[src/rtl/lpg_pkg.sv]
package lpg_pkg;
    localparam int WORD_W  = 64;
    localparam int REG_W   = 32;
    localparam int ZRUN_W  = 7;
    localparam int N_LANES = 4;

    typedef enum logic [2:0] {
        G_PRN8  = 3'd0,
        G_PRN16 = 3'd1,
        G_PRN31 = 3'd2,
        G_PRN32 = 3'd3,
        G_ZRUN  = 3'd4,
        G_COUNT = 3'd5
    } gen_e;

    typedef enum logic [1:0] {
        SRC_PRN   = 2'd0,
        SRC_ZRUN  = 2'd1,
        SRC_COUNT = 2'd2
    } src_e;

    localparam int          LANE_LEN [N_LANES] = '{8, 16, 31, 32};
    localparam logic [31:0] LANE_TAP [N_LANES] = '{32'h0000_001D, 32'h0000_002D,
                                                   32'h0000_0009, 32'hC000_0401};

    function automatic gen_e decode_mode(input logic [2:0] code);
        gen_e g;
        unique case (code)
            3'd0:    g = G_PRN8;
            3'd1:    g = G_PRN16;
            3'd2:    g = G_PRN31;
            3'd3:    g = G_PRN32;
            3'd4:    g = G_ZRUN;
            default: g = G_COUNT;
        endcase
        return g;
    endfunction

    function automatic int gen_len(input gen_e g);
        int n;
        unique case (g)
            G_PRN8:  n = 8;
            G_PRN16: n = 16;
            G_PRN31: n = 31;
            default: n = 32;
        endcase
        return n;
    endfunction

    function automatic logic [REG_W-1:0] seed_fix(input logic [REG_W-1:0] s, input int len);
        logic [REG_W-1:0] mask;
        logic [REG_W-1:0] v;
        mask = (len >= REG_W) ? '1 : ((REG_W'(1) << len) - REG_W'(1));
        v    = s & mask;
        return (v == '0) ? mask : v;
    endfunction
endpackage

[src/rtl/lpg_lfsr_lane.sv]
module lpg_lfsr_lane #(
    parameter int          LEN    = 8,
    parameter logic [31:0] TAPS   = 32'h1D,
    parameter int          WORD_W = 64,
    parameter int          REG_W  = 32
) (
    input  logic [REG_W-1:0]  st_i,
    output logic [WORD_W-1:0] word_o,
    output logic [REG_W-1:0]  st_o
);
    logic [LEN-1:0] s;
    logic           fb;

    // Unrolled: emit the lowest bit, shift in the feedback at the top.
    always_comb begin
        s      = st_i[LEN-1:0];
        word_o = '0;
        fb     = 1'b0;
        for (int i = 0; i < WORD_W; i++) begin
            word_o[i] = s[0];
            fb        = ^(s & TAPS[LEN-1:0]);
            s         = {fb, s[LEN-1:1]};
        end
        st_o = REG_W'(s);
    end
endmodule

[src/rtl/lpg_lfsr_bank.sv]
module lpg_lfsr_bank
    import lpg_pkg::*;
(
    input  logic [REG_W-1:0]                 st_i,
    output logic [N_LANES-1:0][WORD_W-1:0]   words_o,
    output logic [N_LANES-1:0][REG_W-1:0]    nxt_o
);
    for (genvar g = 0; g < N_LANES; g++) begin : g_lane
        lpg_lfsr_lane #(
            .LEN    (LANE_LEN[g]),
            .TAPS   (LANE_TAP[g]),
            .WORD_W (WORD_W),
            .REG_W  (REG_W)
        ) u_lane (
            .st_i   (st_i),
            .word_o (words_o[g]),
            .st_o   (nxt_o[g])
        );
    end
endmodule

[src/rtl/lpg_zrun_word.sv]
module lpg_zrun_word #(
    parameter int WORD_W = 64,
    parameter int ZRUN_W = 7
) (
    input  logic [ZRUN_W-1:0] n_i,
    output logic [WORD_W-1:0] word_o
);
    localparam logic [WORD_W-1:0] ALT = {(WORD_W/2){2'b01}};

    // Shifting the alternating word up by N leaves N zeros below a leading one.
    assign word_o = ALT << n_i;
endmodule

[src/rtl/lpg_ctrl.sv]
module lpg_ctrl
    import lpg_pkg::*;
(
    input  logic       clk,
    input  logic       rst,
    input  logic [2:0] mode_sel,
    input  logic       restart,
    input  logic       advance,
    output gen_e       state_o,
    output logic       reload_o,
    output src_e       src_o,
    output logic [1:0] lane_o
);
    gen_e state_q, state_d, req;

    assign req      = decode_mode(mode_sel);
    assign reload_o = advance && (restart || (req != state_q));
    assign state_o  = state_q;

    always_comb begin
        state_d = state_q;
        if (reload_o) state_d = req;
    end

    always_ff @(posedge clk) begin
        if (rst) state_q <= req;
        else     state_q <= state_d;
    end

    always_comb begin
        unique case (state_q)
            G_PRN8:  begin src_o = SRC_PRN;   lane_o = 2'd0; end
            G_PRN16: begin src_o = SRC_PRN;   lane_o = 2'd1; end
            G_PRN31: begin src_o = SRC_PRN;   lane_o = 2'd2; end
            G_PRN32: begin src_o = SRC_PRN;   lane_o = 2'd3; end
            G_ZRUN:  begin src_o = SRC_ZRUN;  lane_o = 2'd0; end
            default: begin src_o = SRC_COUNT; lane_o = 2'd0; end
        endcase
    end
endmodule

[src/rtl/link_pattern_gen.sv]
module link_pattern_gen
    import lpg_pkg::*;
#(
    parameter int P_WORD_W = lpg_pkg::WORD_W,
    parameter int P_REG_W  = lpg_pkg::REG_W,
    parameter int P_ZRUN_W = lpg_pkg::ZRUN_W
) (
    input  logic                clk,
    input  logic                rst,
    input  logic [2:0]          mode_sel,
    input  logic [P_ZRUN_W-1:0] zrun_len,
    input  logic [P_REG_W-1:0]  seed,
    input  logic                restart,
    input  logic                out_ready,
    output logic                out_valid,
    output logic [P_WORD_W-1:0] out_word
);
    localparam logic [P_ZRUN_W-1:0] ZMAX = P_ZRUN_W'(P_WORD_W);

    gen_e                gen_state;
    src_e                src;
    logic [1:0]          lane;
    logic                reload, advance, valid_q;
    logic [P_REG_W-1:0]  lfsr_q, load_val;
    logic [P_WORD_W-1:0] cnt_q, zword;
    logic [P_ZRUN_W-1:0] zrun_q, zclamp;
    logic [N_LANES-1:0][P_WORD_W-1:0] lane_word;
    logic [N_LANES-1:0][P_REG_W-1:0]  lane_nxt;

    assign advance   = valid_q && out_ready;
    assign out_valid = valid_q;
    assign zclamp    = (zrun_len > ZMAX) ? ZMAX : zrun_len;
    assign load_val  = seed_fix(seed, gen_len(decode_mode(mode_sel)));

    lpg_ctrl u_ctrl (
        .clk      (clk),
        .rst      (rst),
        .mode_sel (mode_sel),
        .restart  (restart),
        .advance  (advance),
        .state_o  (gen_state),
        .reload_o (reload),
        .src_o    (src),
        .lane_o   (lane)
    );

    lpg_lfsr_bank u_bank (
        .st_i    (lfsr_q),
        .words_o (lane_word),
        .nxt_o   (lane_nxt)
    );

    lpg_zrun_word #(.WORD_W(P_WORD_W), .ZRUN_W(P_ZRUN_W)) u_zrun (
        .n_i    (zrun_q),
        .word_o (zword)
    );

    always_ff @(posedge clk) begin
        if (rst) begin
            valid_q <= 1'b0;
            lfsr_q  <= load_val;
            cnt_q   <= '0;
            zrun_q  <= zclamp;
        end else begin
            valid_q <= 1'b1;
            if (advance) begin
                zrun_q <= zclamp;
                if (reload) begin
                    lfsr_q <= load_val;
                    cnt_q  <= '0;
                end else begin
                    cnt_q <= cnt_q + P_WORD_W'(1);
                    if (src == SRC_PRN) lfsr_q <= lane_nxt[lane];
                end
            end
        end
    end

    always_comb begin
        unique case (src)
            SRC_PRN:  out_word = lane_word[lane];
            SRC_ZRUN: out_word = zword;
            default:  out_word = cnt_q;
        endcase
    end
endmodule

[config.mk]
export PLATFORM = sky130hd
export DESIGN_NAME = link_pattern_gen
export DESIGN_NICKNAME = d
export VERILOG_FILES = /design/src/rtl/lpg_pkg.sv /design/src/rtl/lpg_lfsr_lane.sv /design/src/rtl/lpg_lfsr_bank.sv /design/src/rtl/lpg_zrun_word.sv /design/src/rtl/lpg_ctrl.sv /design/src/rtl/link_pattern_gen.sv
export SDC_FILE = /design/constraint.sdc
export NUM_CORES = 1
export LEC_CHECK = 0
export ABC_CLOCK_PERIOD_IN_PS = 6800
export CORE_MARGIN = 4
export CORE_UTILIZATION = 58
export CTS_CLUSTER_DIAMETER = 120
export DETAILED_ROUTE_END_ITERATION = 6
export DONT_BUFFER_PORTS = 1
export GPL_TIMING_DRIVEN = 0
export PLACE_DENSITY = 0.71
export SLEW_MARGIN = 10
export SYNTH_ARGS = -nofsm -noshare
export SYNTH_HDL_FRONTEND = slang
export SYNTH_SLANG_ARGS = --single-unit
[constraint.sdc]
create_clock -name clk -period 6.8 [get_ports clk]
set_input_delay 0.68 -clock clk [delete_from_list [all_inputs] [get_ports clk]]
set_output_delay 0.68 -clock clk [all_outputs]
set_load 0.03 [all_outputs]
# Yosys cells after proc, flatten, opt, wreduce, memory -nomap -nowiden
# Index checks and enable logic that the tools add are counted.
# W data, S select, Z words.
dict set report word_totals {
  input_bits 46
  ff_bits 107
  out_inout_bits 65
  wordCells 316
}
dict set report classes {
  n_bitwise 1
  n_shift 2
  n_reduce_logical 269
  eq_ne 12
  n_addsub 2
  magnitude_cmp 3
  mux 22
}
# operator n
set op_table {}
lappend op_table {{$reduce_xor A32 Y1} 64}
lappend op_table {{$reduce_xor A31 Y1} 64}
lappend op_table {{$reduce_xor A16 Y1} 64}
lappend op_table {{$reduce_xor A8 Y1} 64}
lappend op_table {{$mux W32} 7}
lappend op_table {{$bmux W64 S2} 1}
lappend op_table {{$mux W64} 2}
lappend op_table {{$pmux W64 S2} 1}
lappend op_table {{$add A64 B1 Y64 const B} 1}
lappend op_table {{$bmux W32 S2} 1}
lappend op_table {{$shl A63 B7 Y64 const A} 1}
lappend op_table {{$and A32 B32 Y32} 1}
lappend op_table {{$ge A32 B7 Y1 const B} 1}
lappend op_table {{$logic_not A32 Y1} 1}
lappend op_table {{$shl A1 B32 Y32 const A} 1}
lappend op_table {{$sub A32 B1 Y32 const B} 1}
lappend op_table {{$mux W7} 3}
lappend op_table {{$pmux W6 S3} 1}
lappend op_table {{$eq A3 B2 Y1 const B} 5}
lappend op_table {{$pmux W3 S5} 1}
lappend op_table {{$eq A3 B1 Y1 const B} 3}
lappend op_table {{$logic_not A3 Y1} 3}
lappend op_table {{$gt A7 B7 Y1 const B} 1}
lappend op_table {{$eq A3 B3 Y1 const B} 2}
lappend op_table {{14 further kinds} 17}

# Longest topological paths before layout
dict set report logic_depth {
  word_depth 70
  ltp_mapped 14
  mapped_depth_nobuf 12
}

# Modules after synthesis
# Synthesis repeated with hierarchy kept, for this count alone.
dict set report hier_totals {
  hier_cells 1704
  area_unflattened_um2 17110.2
}
# mod seq_area_each_um2 area_each_um2 instances cells_per_inst
set modules_own_cells {}
lappend modules_own_cells {link_pattern_gen 2472.4 8380.5 1 854}
lappend modules_own_cells {{lpg_lfsr_lane at u_bank.g_lane[3].u_lane} 0.0 3573.4 1 284}
lappend modules_own_cells {{lpg_lfsr_lane at u_bank.g_lane[1].u_lane} 0.0 2381.0 1 215}
lappend modules_own_cells {{lpg_lfsr_lane at u_bank.g_lane[0].u_lane} 0.0 1128.6 1 126}
lappend modules_own_cells {{lpg_lfsr_lane at u_bank.g_lane[2].u_lane} 0.0 838.3 1 101}
lappend modules_own_cells {lpg_zrun_word 0.0 579.3 1 103}
lappend modules_own_cells {lpg_ctrl 90.1 229.0 1 21}

# Worst setup path after synthesis
# Ideal clock, no wire load.
dict set report synth_timing {
  kind {reg2reg}
  from {register lfsr_q[6]}
  to {register lfsr_q[31] (data pin)}
  setup_ns 0.268
  period_less_slack_ns 4.894
  path_slack_ns 1.906
  arrival_time_ns 4.626
  path_stages_with_launch 14
  required_ns 6.532
  path_buffers 1
  path_cell_list {edfxtp_1 buf_4 xor2_2 xnor3_1 xor2_2 xnor3_2 xnor2_2 xor3_2 xnor2_4 xnor3_2 xnor3_2 xor2_2 xnor2_1 o31ai_2}
}
dict set report synth_via {
  elab_chain_cells 64
}
# item line_no
set synth_rtl {}
lappend synth_rtl {{from (decl)} link_pattern_gen.sv:24} ;# logic [P_REG_W-1:0] lfsr_q, load_val;
lappend synth_rtl {{from (signal assigned)} link_pattern_gen.sv:61} ;# lfsr_q <= load_val;
lappend synth_rtl {{from (signal assigned)} link_pattern_gen.sv:69} ;# lfsr_q <= load_val;
lappend synth_rtl {{from (signal assigned)} link_pattern_gen.sv:73} ;# if (src == SRC_PRN) lfsr_q <= lane_nxt[lane];
lappend synth_rtl {{$reduce_xor A32 Y1 (*)} lpg_lfsr_lane.sv:21} ;# fb = ^(s & TAPS[LEN-1:0]);
lappend synth_rtl {{$reduce_xor A32 Y1 (56 in a row)} lpg_lfsr_lane.sv:21}
lappend synth_rtl {{$reduce_xor A32 Y1 (*)} lpg_lfsr_lane.sv:21}
lappend synth_rtl {{$bmux W32 S2 (*)} link_pattern_gen.sv:73}
lappend synth_rtl {{$mux W32 (implied by the code) (*)} link_pattern_gen.sv:73}
lappend synth_rtl {{$mux W32 (*)} link_pattern_gen.sv:73}
lappend synth_rtl {{$mux W32 (*)} link_pattern_gen.sv:68} ;# if (reload) begin
lappend synth_rtl {{$mux W32 (*)} link_pattern_gen.sv:66} ;# if (advance) begin
lappend synth_rtl {{$mux W32 (*)} link_pattern_gen.sv:59} ;# if (rst) begin
# Mark *: on every way between the ends. The rest lies on a longest branch, timed or not. The select of a mux whose other input is x is not followed.
# A chain may end at the register's enable or synchronous reset.

# Final worst setup path
dict set report layout_timing {
  from {register lfsr_q[9]}
  to {output port out_word[55]}
}
dict set report layout_via {
  elab_chain_cells 18
  word_cells_on_any_way 29
  classes_between {3 x mux; 26 x reduce/logical}
}
# item line_no
set layout_rtl {}
lappend layout_rtl {{$reduce_xor A32 Y1 (15 in a row)} lpg_lfsr_lane.sv:21}
lappend layout_rtl {{$bmux W64 S2 (*)} link_pattern_gen.sv:81} ;# SRC_PRN: out_word = lane_word[lane];
lappend layout_rtl {{$mux W64 (implied by the code) (*)} link_pattern_gen.sv:81}
lappend layout_rtl {{$pmux W64 S2 (*)} link_pattern_gen.sv:80} ;# unique case (src)
lappend layout_rtl {{to (decl)} link_pattern_gen.sv:16} ;# output logic [P_WORD_W-1:0] out_word
# Marked as above.

==> results.md <==
- Min Clock Period, post-route: 6672 ps
- Met2 Use GR: 68.85%
- Starting Density: 59.53%
- Clock buffer count from CTS: 9
- Clk sinks: 107
- Clock buffer depth: 2
- Total of max-cap violations: 0
- Async SR Flop Fraction: 0%
- Vias post-DR: 12800
- Die Ht: 158.6 um
- Critical Path Fanout Max: 8
- Synth warnings: 0
- Status: complete, but fails checks
- Root buf cell: clkbuf_16
- Routed WL: 58.31 mm
- Critical Path Start: lfsr_q[9]
- Antenna Violating Nets Remaining: 0
- Placed instance count: 1855
- Area growth syn-to-layout: 5.622%
- Clock skew: 19.69 ps
- Critical path class: reg -> out
- R2r startpoint: lfsr_q[0]
- Most frequent cells in the layout: xnor2_1, xor2_1, nor2_1, o21ai_0, a21oi_1
- GR Util met3: 13.70%
- Hold path start: rst
- TritonCTS clock tree: done
- Avg Inst Size Synth: 8.367 um^2
- RSZ-0062 raised after global routing: no
- Layout Utilization: 62.88%
- # rows: 54
- Global route hottest layer: met2
- Synthesized area: 13150 um^2
- # resized after CTS: 0
- Final Hold Fails: 0
- DP Wirelength: 45.37 mm
- Share of cells above drive strength 1: 5.908%
- I/O pin cnt: 111
- GRT Residual Overflow: 0
- Critical path required time: 6120 ps
- Fin crit share: 98.11%
- Clock transition at path regs: 80 ps
- Final nets: 1633
- Filler cell count: 1977
- Non-filler cells, final: 1873
- First-pass GRT wire length: 82.01 mm
- DRC Markers: 4
- Crit path launch type: flip-flop
- Max Clock Freq: 0.1499 GHz
- Worst EP arrival: 5990 ps
- Worst setup EP type: output pin
- Die area: 25150 um^2
- Final setup fails: 0
- Largest net degree at the start of global routing: 33
- Iteration-0 DRC Markers: 2215
- Post-Syn Nets: 1619
- Slew headroom: 15.07%
- Via-per-instance ratio: 6.834
- Hold Crit Class: in -> reg
- PortBufs: 0
- Count of cell types in the netlist: 57
- H-Tree Depth: 3
- All-Layer GR Usage: 45.38%
- Wirelength per Cell: 31.13 um
- R2R Setup Slk: 660 ps
- Sequential fraction of the synthesis area: 19.48%
- Die W: 158.6 um
- Setup TNS: 0 ps
- Initial antenna violation count: 3
- Most common cell after layout, fill and taps aside: xnor2_1
- Least-Margin Pin Slew: 1265 ps
- Fin. max-slew vios: 0
- Core area: 22090 um^2
- Post-Synthesis Cells: 1572
- Post-CTS Setup Repair Bufs: 0
- Synthesized flop and latch total: 107
- Vias in the first global route: 12100
- Clk_lat worst skew: 370 ps
- Met1 Use GR: 55.44%
- Hold-fix buffers, CTS: 0
- TritonRoute pass-1 iters: 7
- Routability Congestion: 1.178
- Top_reg_cell synth: dfxtp_1
- Violations in the final reports: DRC
- Number of synthesized flops with an enable pin: 42
[logic make-up (layout without fill, tap and decap cells)]
| group | count (synthesis) | in the layout | share of synthesized area (%) |
|---|---|---|---|
| buffers and inverters | 137 | 156 | 4.328 |
| DFF | 107 | 107 | 19.48 |
| adders and majority gates | 1 | 1 | 0.09511 |
| muxes | 21 | 21 | 2.645 |
| and+or+nand+nor | 380 | 380 | 12.90 |
| AOI/OAI and AO/OA | 364 | 364 | 16.37 |
| other | 0 | 2 | 0 |
| xor gates and xnor gates | 562 | 562 | 44.18 |
[cells in the mapped netlist (all sizes together) (21+ instances only)]
master,count,area share [%]
nand3,32,1.2
nand2,89,2.5
clkbuf,90,2.6
a21oi,109,4.1
o21ai,123,4.7
nor2,167,4.8
xnor3,40,6.9
edfxtp,42,9.6
xnor2,337,24
dfxtp,65,9.9
buf,35,1.4
a211oi,21,1.2
a22oi,33,1.9
xor2,178,12
[cell type report]
type	count	area (um^2)	share of cell area [%]
diodes	2	5.005	0.03603
clock inverters	6	62.56	0.4503
well taps	280	350.3	2.522
plain buffers	125	524.3	3.774
flip-flops and latches	107	2562	18.45
repair buffers	3	37.54	0.2702
multi-input cells	1328	10070	72.46
inverters	12	45.04	0.3242
clock buffers	10	239.0	1.720
[worst paths after layout]
check | endpoint | cells past startpoint
worst min register to register | cnt_q[52] | 2
worst max register to register | lfsr_q[31] | 13
worst min-delay path | out_valid | 1
worst max-delay path | out_word[55] | 10
[flip-flops by register name (all words and copies together) (netlist names)]
signal	flops
out_valid	1
zrun_q	7
u_ctrl.state_o	3
cnt_q	64
lfsr_q	32
[worst max-delay path: stages (launching register included)]
cell and delay [ps]:
edfxtp_1 320, buf_4 240, xor2_2 660, xnor3_1 570, xor2_2 400, xnor3_2 680
xnor2_1 760, xnor2_1 290, xnor2_1 230, mux4_2 580, o21ai_0 880
[through the flow]
step	setup WS [ps]	hold WS (ps)	instance area (um^2)
floorplan	1906	458.1	13150
global placement	517.6	467.4	13500
CTS	370.5	407.6	13880
global route	128.8	417.7	13890
finish	128.5	407.5	13890
detailed placement	727.7	482.1	13580
[routing by layer]
layer,vias up,routed length (um)
li1,5430,-
met1,5968,20040
met2,1074,24750
met3,324,8258
met4,4,5228
met5,-,26
Power is not shown: default switching activity piles up to over one toggle a cycle in this logic, so the estimate is an artifact.
